**config.mk**
```make
export PLATFORM = sky130hd
export DESIGN_NAME = xorchain_engine
export DESIGN_NICKNAME = d
export VERILOG_FILES = /design/src/rtl/xce_pkg.sv /design/src/rtl/xce_first_set.sv /design/src/rtl/xce_regs.sv /design/src/rtl/xce_walker.sv /design/src/rtl/xorchain_engine.sv
export SDC_FILE = /design/constraint.sdc
export NUM_CORES = 1
export LEC_CHECK = 0
export BUFFER_PORTS_ARGS = -buffer_cell sky130_fd_sc_hd__buf_4
export CELL_PAD_IN_SITES_DETAIL_PLACEMENT = 1
export CELL_PAD_IN_SITES_GLOBAL_PLACEMENT = 1
export CORE_AREA = 2 2 265 202
export DETAILED_ROUTE_END_ITERATION = 16
export DIE_AREA = 0 0 267 204
export GPL_TIMING_DRIVEN = 0
export PLACE_DENSITY = 0.91
export SETUP_SLACK_MARGIN = 0.15
export SKIP_CTS_REPAIR_TIMING = 1
export SYNTH_ARGS = -nofsm -noshare
export SYNTH_HDL_FRONTEND = slang
export SYNTH_SLANG_ARGS = --single-unit
```
**constraint.sdc**
```tcl
create_clock -name clk -period 12.2 [get_ports clk]
set_clock_uncertainty 0.2 [all_clocks]
set_input_delay 1.22 -clock clk [delete_from_list [all_inputs] [get_ports clk]]
set_output_delay 1.22 -clock clk [all_outputs]
set_load 0.01 [all_outputs]
```
**src/rtl/xce_pkg.sv**
```systemverilog
package xce_pkg;

   typedef enum logic [2:0] {
      ST_IDLE,
      ST_HDR,
      ST_SADR,
      ST_SRD,
      ST_DWR,
      ST_STAT
   } walk_st_t;

   // word offsets inside a descriptor
   localparam int unsigned OFF_CMD  = 1;
   localparam int unsigned OFF_SRC0 = 5;

   // command word fields
   localparam int unsigned CMD_COPY_BIT = 16;
   localparam int unsigned CMD_EOD_BIT  = 31;

   localparam logic [31:0] STAT_DONE = 32'h4000_0000;

   // register selects
   localparam logic [1:0] RA_NEXT = 2'd0;
   localparam logic [1:0] RA_ACT  = 2'd1;
   localparam logic [1:0] RA_CUR  = 2'd2;

endpackage

```
**src/rtl/xce_first_set.sv**
```systemverilog
module xce_first_set #(
   parameter int unsigned N  = 8,
   parameter int unsigned IW = (N > 1) ? $clog2(N) : 1
) (
   input  logic [N-1:0]  vec,
   output logic          any,
   output logic [IW-1:0] idx
);

   logic [N-1:0] below;
   logic [N-1:0] onehot;

   genvar gi;
   generate
      for (gi = 0; gi < N; gi++) begin : g_bit
         if (gi == 0) begin : g_first
            assign below[gi] = 1'b0;
         end else begin : g_rest
            assign below[gi] = below[gi-1] | vec[gi-1];
         end
         assign onehot[gi] = vec[gi] & ~below[gi];
      end
   endgenerate

   always_comb begin
      idx = '0;
      for (int i = 0; i < N; i++) begin
         if (onehot[i]) idx = idx | IW'(i);
      end
      any = |vec;
   end

endmodule

```
**src/rtl/xce_regs.sv**
```systemverilog
module xce_regs
   import xce_pkg::*;
#(
   parameter int unsigned AW = 32
) (
   input  logic          clk,
   input  logic          rst_n,
   input  logic          rp_wr,
   input  logic [1:0]    rp_addr,
   input  logic [31:0]   rp_wdata,
   input  logic          busy,
   input  logic [AW-1:0] cur_desc,
   output logic          start_go,
   output logic [AW-1:0] next_ptr,
   output logic [31:0]   rp_rdata
);

   always_ff @(posedge clk or negedge rst_n) begin
      if (!rst_n) begin
         next_ptr <= '0;
      end else if (rp_wr && rp_addr == RA_NEXT) begin
         next_ptr <= rp_wdata[AW-1:0];
      end
   end

   assign start_go = rp_wr && (rp_addr == RA_ACT) && rp_wdata[0] && !busy;

   always_comb begin
      case (rp_addr)
         RA_NEXT: rp_rdata = 32'(next_ptr);
         RA_ACT:  rp_rdata = {26'd0, (busy ? 2'b01 : 2'b00), 4'd0};
         RA_CUR:  rp_rdata = 32'(cur_desc);
         default: rp_rdata = 32'd0;
      endcase
   end

endmodule

```
**src/rtl/xce_walker.sv**
```systemverilog
module xce_walker
   import xce_pkg::*;
#(
   parameter int unsigned AW   = 32,
   parameter int unsigned NSRC = 8
) (
   input  logic          clk,
   input  logic          rst_n,
   input  logic          start_go,
   input  logic [AW-1:0] start_ptr,
   output logic          busy,
   output logic [AW-1:0] cur_desc,
   output logic          mem_req,
   output logic          mem_we,
   output logic [AW-1:0] mem_addr,
   output logic [31:0]   mem_wdata,
   input  logic          mem_ack,
   input  logic [31:0]   mem_rdata,
   output logic          eod_evt,
   output logic          eoc_evt
);

   localparam int unsigned IW = (NSRC > 1) ? $clog2(NSRC) : 1;
   localparam int unsigned CW = AW - 2;

   walk_st_t             st_q;
   logic [AW-1:0]        desc_q;
   logic [NSRC-1:0]      mask_q;
   logic                 copy_q;
   logic                 ie_q;
   logic [CW-1:0]        nw_q;
   logic [AW-1:0]        dest_q;
   logic [AW-1:0]        nxt_q;
   logic [AW-1:0]        src_q [NSRC];
   logic [1:0]           hdr_q;
   logic [NSRC-1:0]      todo_q;
   logic [31:0]          acc_q;
   logic [CW-1:0]        wcnt_q;
   logic                 eod_q;
   logic                 eoc_q;

   logic [NSRC-1:0]      eff_mask;
   logic                 src_any;
   logic [IW-1:0]        src_idx;
   logic                 last_word;

   assign eff_mask  = copy_q ? NSRC'(1) : mask_q;
   assign last_word = (wcnt_q + CW'(1)) == nw_q;

   xce_first_set #(.N(NSRC), .IW(IW)) u_scan (
      .vec (todo_q),
      .any (src_any),
      .idx (src_idx)
   );

   // request and address follow the state and registered context only
   always_comb begin
      mem_req   = 1'b0;
      mem_we    = 1'b0;
      mem_addr  = '0;
      mem_wdata = '0;
      case (st_q)
         ST_HDR: begin
            mem_req  = 1'b1;
            mem_addr = desc_q + AW'((int'(hdr_q) + int'(OFF_CMD)) * 4);
         end
         ST_SADR: begin
            mem_req  = src_any;
            mem_addr = desc_q + AW'((int'(src_idx) + int'(OFF_SRC0)) * 4);
         end
         ST_SRD: begin
            mem_req  = src_any;
            mem_addr = src_q[src_idx] + {wcnt_q, 2'b00};
         end
         ST_DWR: begin
            mem_req   = 1'b1;
            mem_we    = 1'b1;
            mem_addr  = dest_q + {wcnt_q, 2'b00};
            mem_wdata = acc_q;
         end
         ST_STAT: begin
            mem_req   = 1'b1;
            mem_we    = 1'b1;
            mem_addr  = desc_q;
            mem_wdata = STAT_DONE;
         end
         default: ;
      endcase
   end

   always_ff @(posedge clk or negedge rst_n) begin
      if (!rst_n) begin
         st_q   <= ST_IDLE;
         desc_q <= '0;
         mask_q <= '0;
         copy_q <= 1'b0;
         ie_q   <= 1'b0;
         nw_q   <= '0;
         dest_q <= '0;
         nxt_q  <= '0;
         hdr_q  <= '0;
         todo_q <= '0;
         acc_q  <= '0;
         wcnt_q <= '0;
         eod_q  <= 1'b0;
         eoc_q  <= 1'b0;
         for (int k = 0; k < NSRC; k++) src_q[k] <= '0;
      end else begin
         eod_q <= 1'b0;
         eoc_q <= 1'b0;
         case (st_q)
            ST_IDLE: begin
               if (start_go) begin
                  desc_q <= start_ptr;
                  hdr_q  <= '0;
                  st_q   <= ST_HDR;
               end
            end
            ST_HDR: begin
               if (mem_ack) begin
                  case (hdr_q)
                     2'd0: begin
                        mask_q <= mem_rdata[NSRC-1:0];
                        copy_q <= mem_rdata[CMD_COPY_BIT];
                        ie_q   <= mem_rdata[CMD_EOD_BIT];
                     end
                     2'd1: nw_q   <= mem_rdata[AW-1:2];
                     2'd2: dest_q <= mem_rdata[AW-1:0];
                     default: nxt_q <= mem_rdata[AW-1:0];
                  endcase
                  hdr_q <= hdr_q + 2'd1;
                  if (hdr_q == 2'd3) begin
                     todo_q <= eff_mask;
                     st_q   <= ST_SADR;
                  end
               end
            end
            ST_SADR: begin
               if (!src_any) begin
                  todo_q <= eff_mask;
                  wcnt_q <= '0;
                  acc_q  <= '0;
                  st_q   <= (nw_q == '0) ? ST_STAT : ST_SRD;
               end else if (mem_ack) begin
                  src_q[src_idx]  <= mem_rdata[AW-1:0];
                  todo_q[src_idx] <= 1'b0;
               end
            end
            ST_SRD: begin
               if (!src_any) begin
                  st_q <= ST_DWR;
               end else if (mem_ack) begin
                  acc_q           <= acc_q ^ mem_rdata;
                  todo_q[src_idx] <= 1'b0;
               end
            end
            ST_DWR: begin
               if (mem_ack) begin
                  acc_q  <= '0;
                  todo_q <= eff_mask;
                  wcnt_q <= wcnt_q + CW'(1);
                  st_q   <= last_word ? ST_STAT : ST_SRD;
               end
            end
            ST_STAT: begin
               if (mem_ack) begin
                  eod_q <= ie_q;
                  if (nxt_q == '0) begin
                     eoc_q <= 1'b1;
                     st_q  <= ST_IDLE;
                  end else begin
                     desc_q <= nxt_q;
                     hdr_q  <= '0;
                     st_q   <= ST_HDR;
                  end
               end
            end
            default: st_q <= ST_IDLE;
         endcase
      end
   end

   assign busy     = (st_q != ST_IDLE);
   assign cur_desc = desc_q;
   assign eod_evt  = eod_q;
   assign eoc_evt  = eoc_q;

endmodule

```
**src/rtl/xorchain_engine.sv**
```systemverilog
module xorchain_engine #(
   parameter int unsigned AW   = 32,
   parameter int unsigned NSRC = 8
) (
   input  logic          clk,
   input  logic          rst_n,
   input  logic          rp_wr,
   input  logic [1:0]    rp_addr,
   input  logic [31:0]   rp_wdata,
   output logic [31:0]   rp_rdata,
   output logic          mem_req,
   output logic          mem_we,
   output logic [AW-1:0] mem_addr,
   output logic [31:0]   mem_wdata,
   input  logic          mem_ack,
   input  logic [31:0]   mem_rdata,
   output logic          eod_evt,
   output logic          eoc_evt
);

   generate
      if (NSRC < 1 || NSRC > 16) begin : g_bad_nsrc
         $error("NSRC must lie in 1..16 so the mask stays below the copy bit");
      end
      if (AW < 16 || AW > 32) begin : g_bad_aw
         $error("AW must lie in 16..32");
      end
   endgenerate

   logic          busy_w;
   logic          start_w;
   logic [AW-1:0] next_w;
   logic [AW-1:0] cur_w;

   xce_regs #(.AW(AW)) u_regs (
      .clk      (clk),
      .rst_n    (rst_n),
      .rp_wr    (rp_wr),
      .rp_addr  (rp_addr),
      .rp_wdata (rp_wdata),
      .busy     (busy_w),
      .cur_desc (cur_w),
      .start_go (start_w),
      .next_ptr (next_w),
      .rp_rdata (rp_rdata)
   );

   xce_walker #(.AW(AW), .NSRC(NSRC)) u_walk (
      .clk       (clk),
      .rst_n     (rst_n),
      .start_go  (start_w),
      .start_ptr (next_w),
      .busy      (busy_w),
      .cur_desc  (cur_w),
      .mem_req   (mem_req),
      .mem_we    (mem_we),
      .mem_addr  (mem_addr),
      .mem_wdata (mem_wdata),
      .mem_ack   (mem_ack),
      .mem_rdata (mem_rdata),
      .eod_evt   (eod_evt),
      .eoc_evt   (eoc_evt)
   );

endmodule

```
==> Flow_metrics.wiki <==
{| class="wikitable"
! Metric !! Value
|-
| Run status || completed
|-
| Critical path type || reg -> out
|-
| Height of the chip || 204 um
|-
| Commonest non-fill, non-tap cells in the layout || sky130_fd_sc_hd__dfrtp_1, sky130_fd_sc_hd__nand2_1, sky130_fd_sc_hd__mux2_2, sky130_fd_sc_hd__nor2_1, sky130_fd_sc_hd__clkbuf_1
|-
| Fin crit period || approximately 8900 ps
|-
| Layout filler cell count || approximately 5700
|-
| CORE AREA || roughly 52000 um^2
|-
| TritonRoute pass-1 iters || 6
|-
| Top cell type by total area after synthesis || sky130_fd_sc_hd__dfrtp_1
|-
| Iteration-0 DRC count of the detailed router || between 2000 and 3000
|-
| Number of placed instances, taps included || between 3000 and 4000
|-
| Ratio of cells with drive above 1 in the final layout || between 20% and 30%
|-
| R2r startpoint || u_walk.wcnt_q[1]
|-
| P per Cell Area || approximately 310 nW/um^2
|-
| Synth Net Count || between 2000 and 3000
|-
| P&R area growth vs syn || 15.0%
|-
| Register bit count reported by yosys || ~500
|-
| Maximum fanout count along the critical path || 10
|-
| Count of nets left with antenna violations after detail routing || 0
|-
| Aggregate global routing overflow || 0
|-
| Setup repair after global routing missed its margin || false
|-
| Critical path startpoint || u_walk.st_q[1]
|-
| Warnings, synthesis || 0
|-
| Root Driver || sky130_fd_sc_hd__clkbuf_16
|-
| Mux cell area share after synthesis || between 10% and 20%
|-
| Post-Syn Instances || ~2600
|-
| Number of rows created at floorplan || 73
|-
| Buffer levels on the longest clock path || 3
|-
| Parity-gate share of the synthesized area counting xor and xnor cells || between 3 and 4%
|-
| Boundary pin count || 170
|-
| Total clock buffers created by CTS || 51
|-
| Most common library cell in the layout ignoring fill and taps || sky130_fd_sc_hd__dfrtp_1
|-
| DIE WIDTH || 267 um
|-
| Count of clock tree sinks || between 500 and 600
|-
| Hold Startpoint || u_walk.src_q[180]
|-
| Biggest area contributors in the synthesized netlist || sky130_fd_sc_hd__dfrtp_1, sky130_fd_sc_hd__mux2_2, sky130_fd_sc_hd__nand2_1
|-
| Cell area after synthesis || approximately 27000 um^2
|-
| Adder-cell share of the synthesized area || around 2.3%
|-
| Basic-gate share of the synthesized area counting and, or, nand and nor cells || about 14%
|-
| Slack of the critical path || approximately 3300 ps
|-
| Final Max Tran Viols || 0
|-
| Number of maximum-capacitance constraint violations || 0
|-
| Crit path capture type || primary output
|-
| Wire length of the first global-routing pass || ~160000 um
|-
| Placer Congestion || between 0.9 and 1
|-
| Starting density of the core || 51.3%
|-
| EDFF count, synth || 0
|-
| Worst endpoint required time || 10780 ps
|-
| Antenna violations before repair || 5
|-
| Number of levels the H-tree was split into || 2
|-
| Average cell area after synthesis || approximately 10 um^2
|-
| Area enclosed by the die boundary || between 50000 and 60000 um^2
|-
| Fmax || 112 MHz
|-
| Post-DP HPWL || 74400 um
|-
| Hold Path Class || reg -> reg
|-
| Ratio of routed vias to standard cells || around 6.6
|-
| Max-slew headroom || 18.5%
|-
| Count of different cell masters after synthesis || around 80
|-
| Area share of the largest cell type after synthesis || a little under half
|-
| Leading register cell type out of synthesis || sky130_fd_sc_hd__dfrtp_1
|-
| WL final || approximately 100000 um
|-
| Largest family of logic cells by synthesized area || multiplexers
|-
| Pin count of the biggest net entering global routing || approximately 120
|-
| DP Worst Slack || between 4000 and 5000 ps
|-
| Overall via count from detail_route || approximately 24000
|-
| Via count of the first global-routing pass || roughly 25000
|-
| CTS tree || yes
|-
| Compound-Gate Fraction of Synth Area || about 11%
|-
| Smallest hold slack || between 200 and 300 ps
|-
| Area of combinational cells with multiple inputs || ~13000 um^2
|-
| Period Utilization, post-route || 73.1%
|-
| Worst-Margin Slew || about 1200 ps
|-
| Final routed wire length divided by cell count || about 29 um
|-
| Final net count || 2971
|-
| Post-synthesis sequential area ratio || between 40% and 50%
|-
| Clock transition at the registers of the reported paths || roughly 60 ps
|-
| I/O Buffers || 167
|-
| Insertion delay to the later sink of the worst-skew pair || just over 600 ps
|-
| Arrival time at the worst endpoint || ~7500 ps
|-
| Peak ir drop on the vdd network || ~0.00013 V
|-
| Post-route DRC violation count || 0
|-
| Setup_tns || 0 ps
|-
| Launching element type of the critical path || flip-flop
|-
| Final count of hold timing violations || 0
|-
| Utilization after layout || 58.9%
|-
| Flip-flop and latch area || between 10000 and 15000 um^2
|-
| Filler-free cell count of the finished design || ~3600
|-
| Leak || about 14 nW
|-
| Global routing usage summed across all routing layers || between 30% and 40%
|-
| Number of setup violations in the final report || 0
|-
| Async S/R FF share, synth || 100%
|}
-- cells by family after synthesis --
logic type,Yosys count
fa+ha+maj,48
buf+inv,228
simple gates,843
mux,442
xor+xnor,104
compound gates,463
flops,501
-- synthesized netlist by cell type (all sizes together), types with 22 or more instances --
master and n:
dfrtp 501, clkbuf 153, a32o 29, xor2 65, buf 50, nand4 23, o22ai 75, nor4 28
mux2i 45, ha 46, mux2 397, inv 23, and2 41, nand2 355, o21ai 112, a21oi 76
xnor2 38, a31oi 50, nor3 49, nand3 106, o31ai 22, nor2 179
-- sequential cells by signal, summed over array words and instances (netlist names) --
register,count
u_walk.todo_q,8
u_walk.src_q,256
u_walk.nw_q,30
u_walk.mask_q,8
u_regs.next_ptr,32
u_walk.st_q,3
u_walk.dest_q,32
u_walk.cur_desc,32
u_walk.wcnt_q,30
u_walk.acc_q,32
u_walk.eod_evt,1
u_walk.nxt_q,32
u_walk.ie_q,1
u_walk.hdr_q,2
u_walk.copy_q,1
u_walk.eoc_evt,1
-- final timing paths --
path,slack (ps),cells after the start,endpoint
max,3290,17,mem_addr[28]
min,290,1,u_walk.src_q[180]
max reg2reg,7620,10,u_walk.st_q[1]
min reg2reg,290,1,u_walk.src_q[180]
max in group asynchronous,9860,3,u_walk.cur_desc[23]
min in group asynchronous,370,1,u_walk.acc_q[7]
-- worst max-delay path: stages, from the launching register on --
cell and delay [ps]:
sky130_fd_sc_hd__dfrtp_1 360, sky130_fd_sc_hd__clkbuf_1 190, sky130_fd_sc_hd__nor3b_1 890, sky130_fd_sc_hd__clkbuf_1 730, sky130_fd_sc_hd__clkbuf_1 660, sky130_fd_sc_hd__clkbuf_1 740, sky130_fd_sc_hd__a32o_1 300, sky130_fd_sc_hd__ha_1 260
sky130_fd_sc_hd__fa_1 260, sky130_fd_sc_hd__nand3_1 80, sky130_fd_sc_hd__nand2_1 130, sky130_fd_sc_hd__a41oi_1 270, sky130_fd_sc_hd__o21ai_0 740, sky130_fd_sc_hd__a31oi_1 270, sky130_fd_sc_hd__a21oi_1 220, sky130_fd_sc_hd__mux2_2 420
sky130_fd_sc_hd__o211ai_1 170, sky130_fd_sc_hd__buf_4 180
-- power by group --
part	switching, mW	total [mW]	internal, mW	leakage (nW)
combinational	3.28	5.14	1.85	6.73
clock	0.732	1.67	0.939	0.834
sequential	0.535	2.81	2.28	6.52
total	4.55	9.62	5.07	14.1
-- area by class of cell --
class,instances,area share [%]
clock buffer,77,4.76
inverter,25,0.305
clock inverter,17,0.831
sequential,501,40.8
multi-input combinational,1900,43.3
antenna,3,0.0244
buffer,203,2.63
tap,712,2.90
timing repair buffer,171,4.46
-- through the flow --
step / cell area [um^2] / power, mW
after detailed placement: 29000 / 7.61
after global routing: 30700 / 9.98
after global placement: 28900 / 7.29
final: 30700 / 9.62
after CTS: 30700 / 9.40
after floorplan: 26700 / 5.62
-- per-layer routing --
layer / wire length (um) / global-route usage (%)
met3: 9920 / 9.51
met5: 32 / 0
met4: 5210 / 17.9
met1: 42700 / 51.2
met2: 46400 / 58.3
Note: power is estimated with default switching activity, not from simulation.
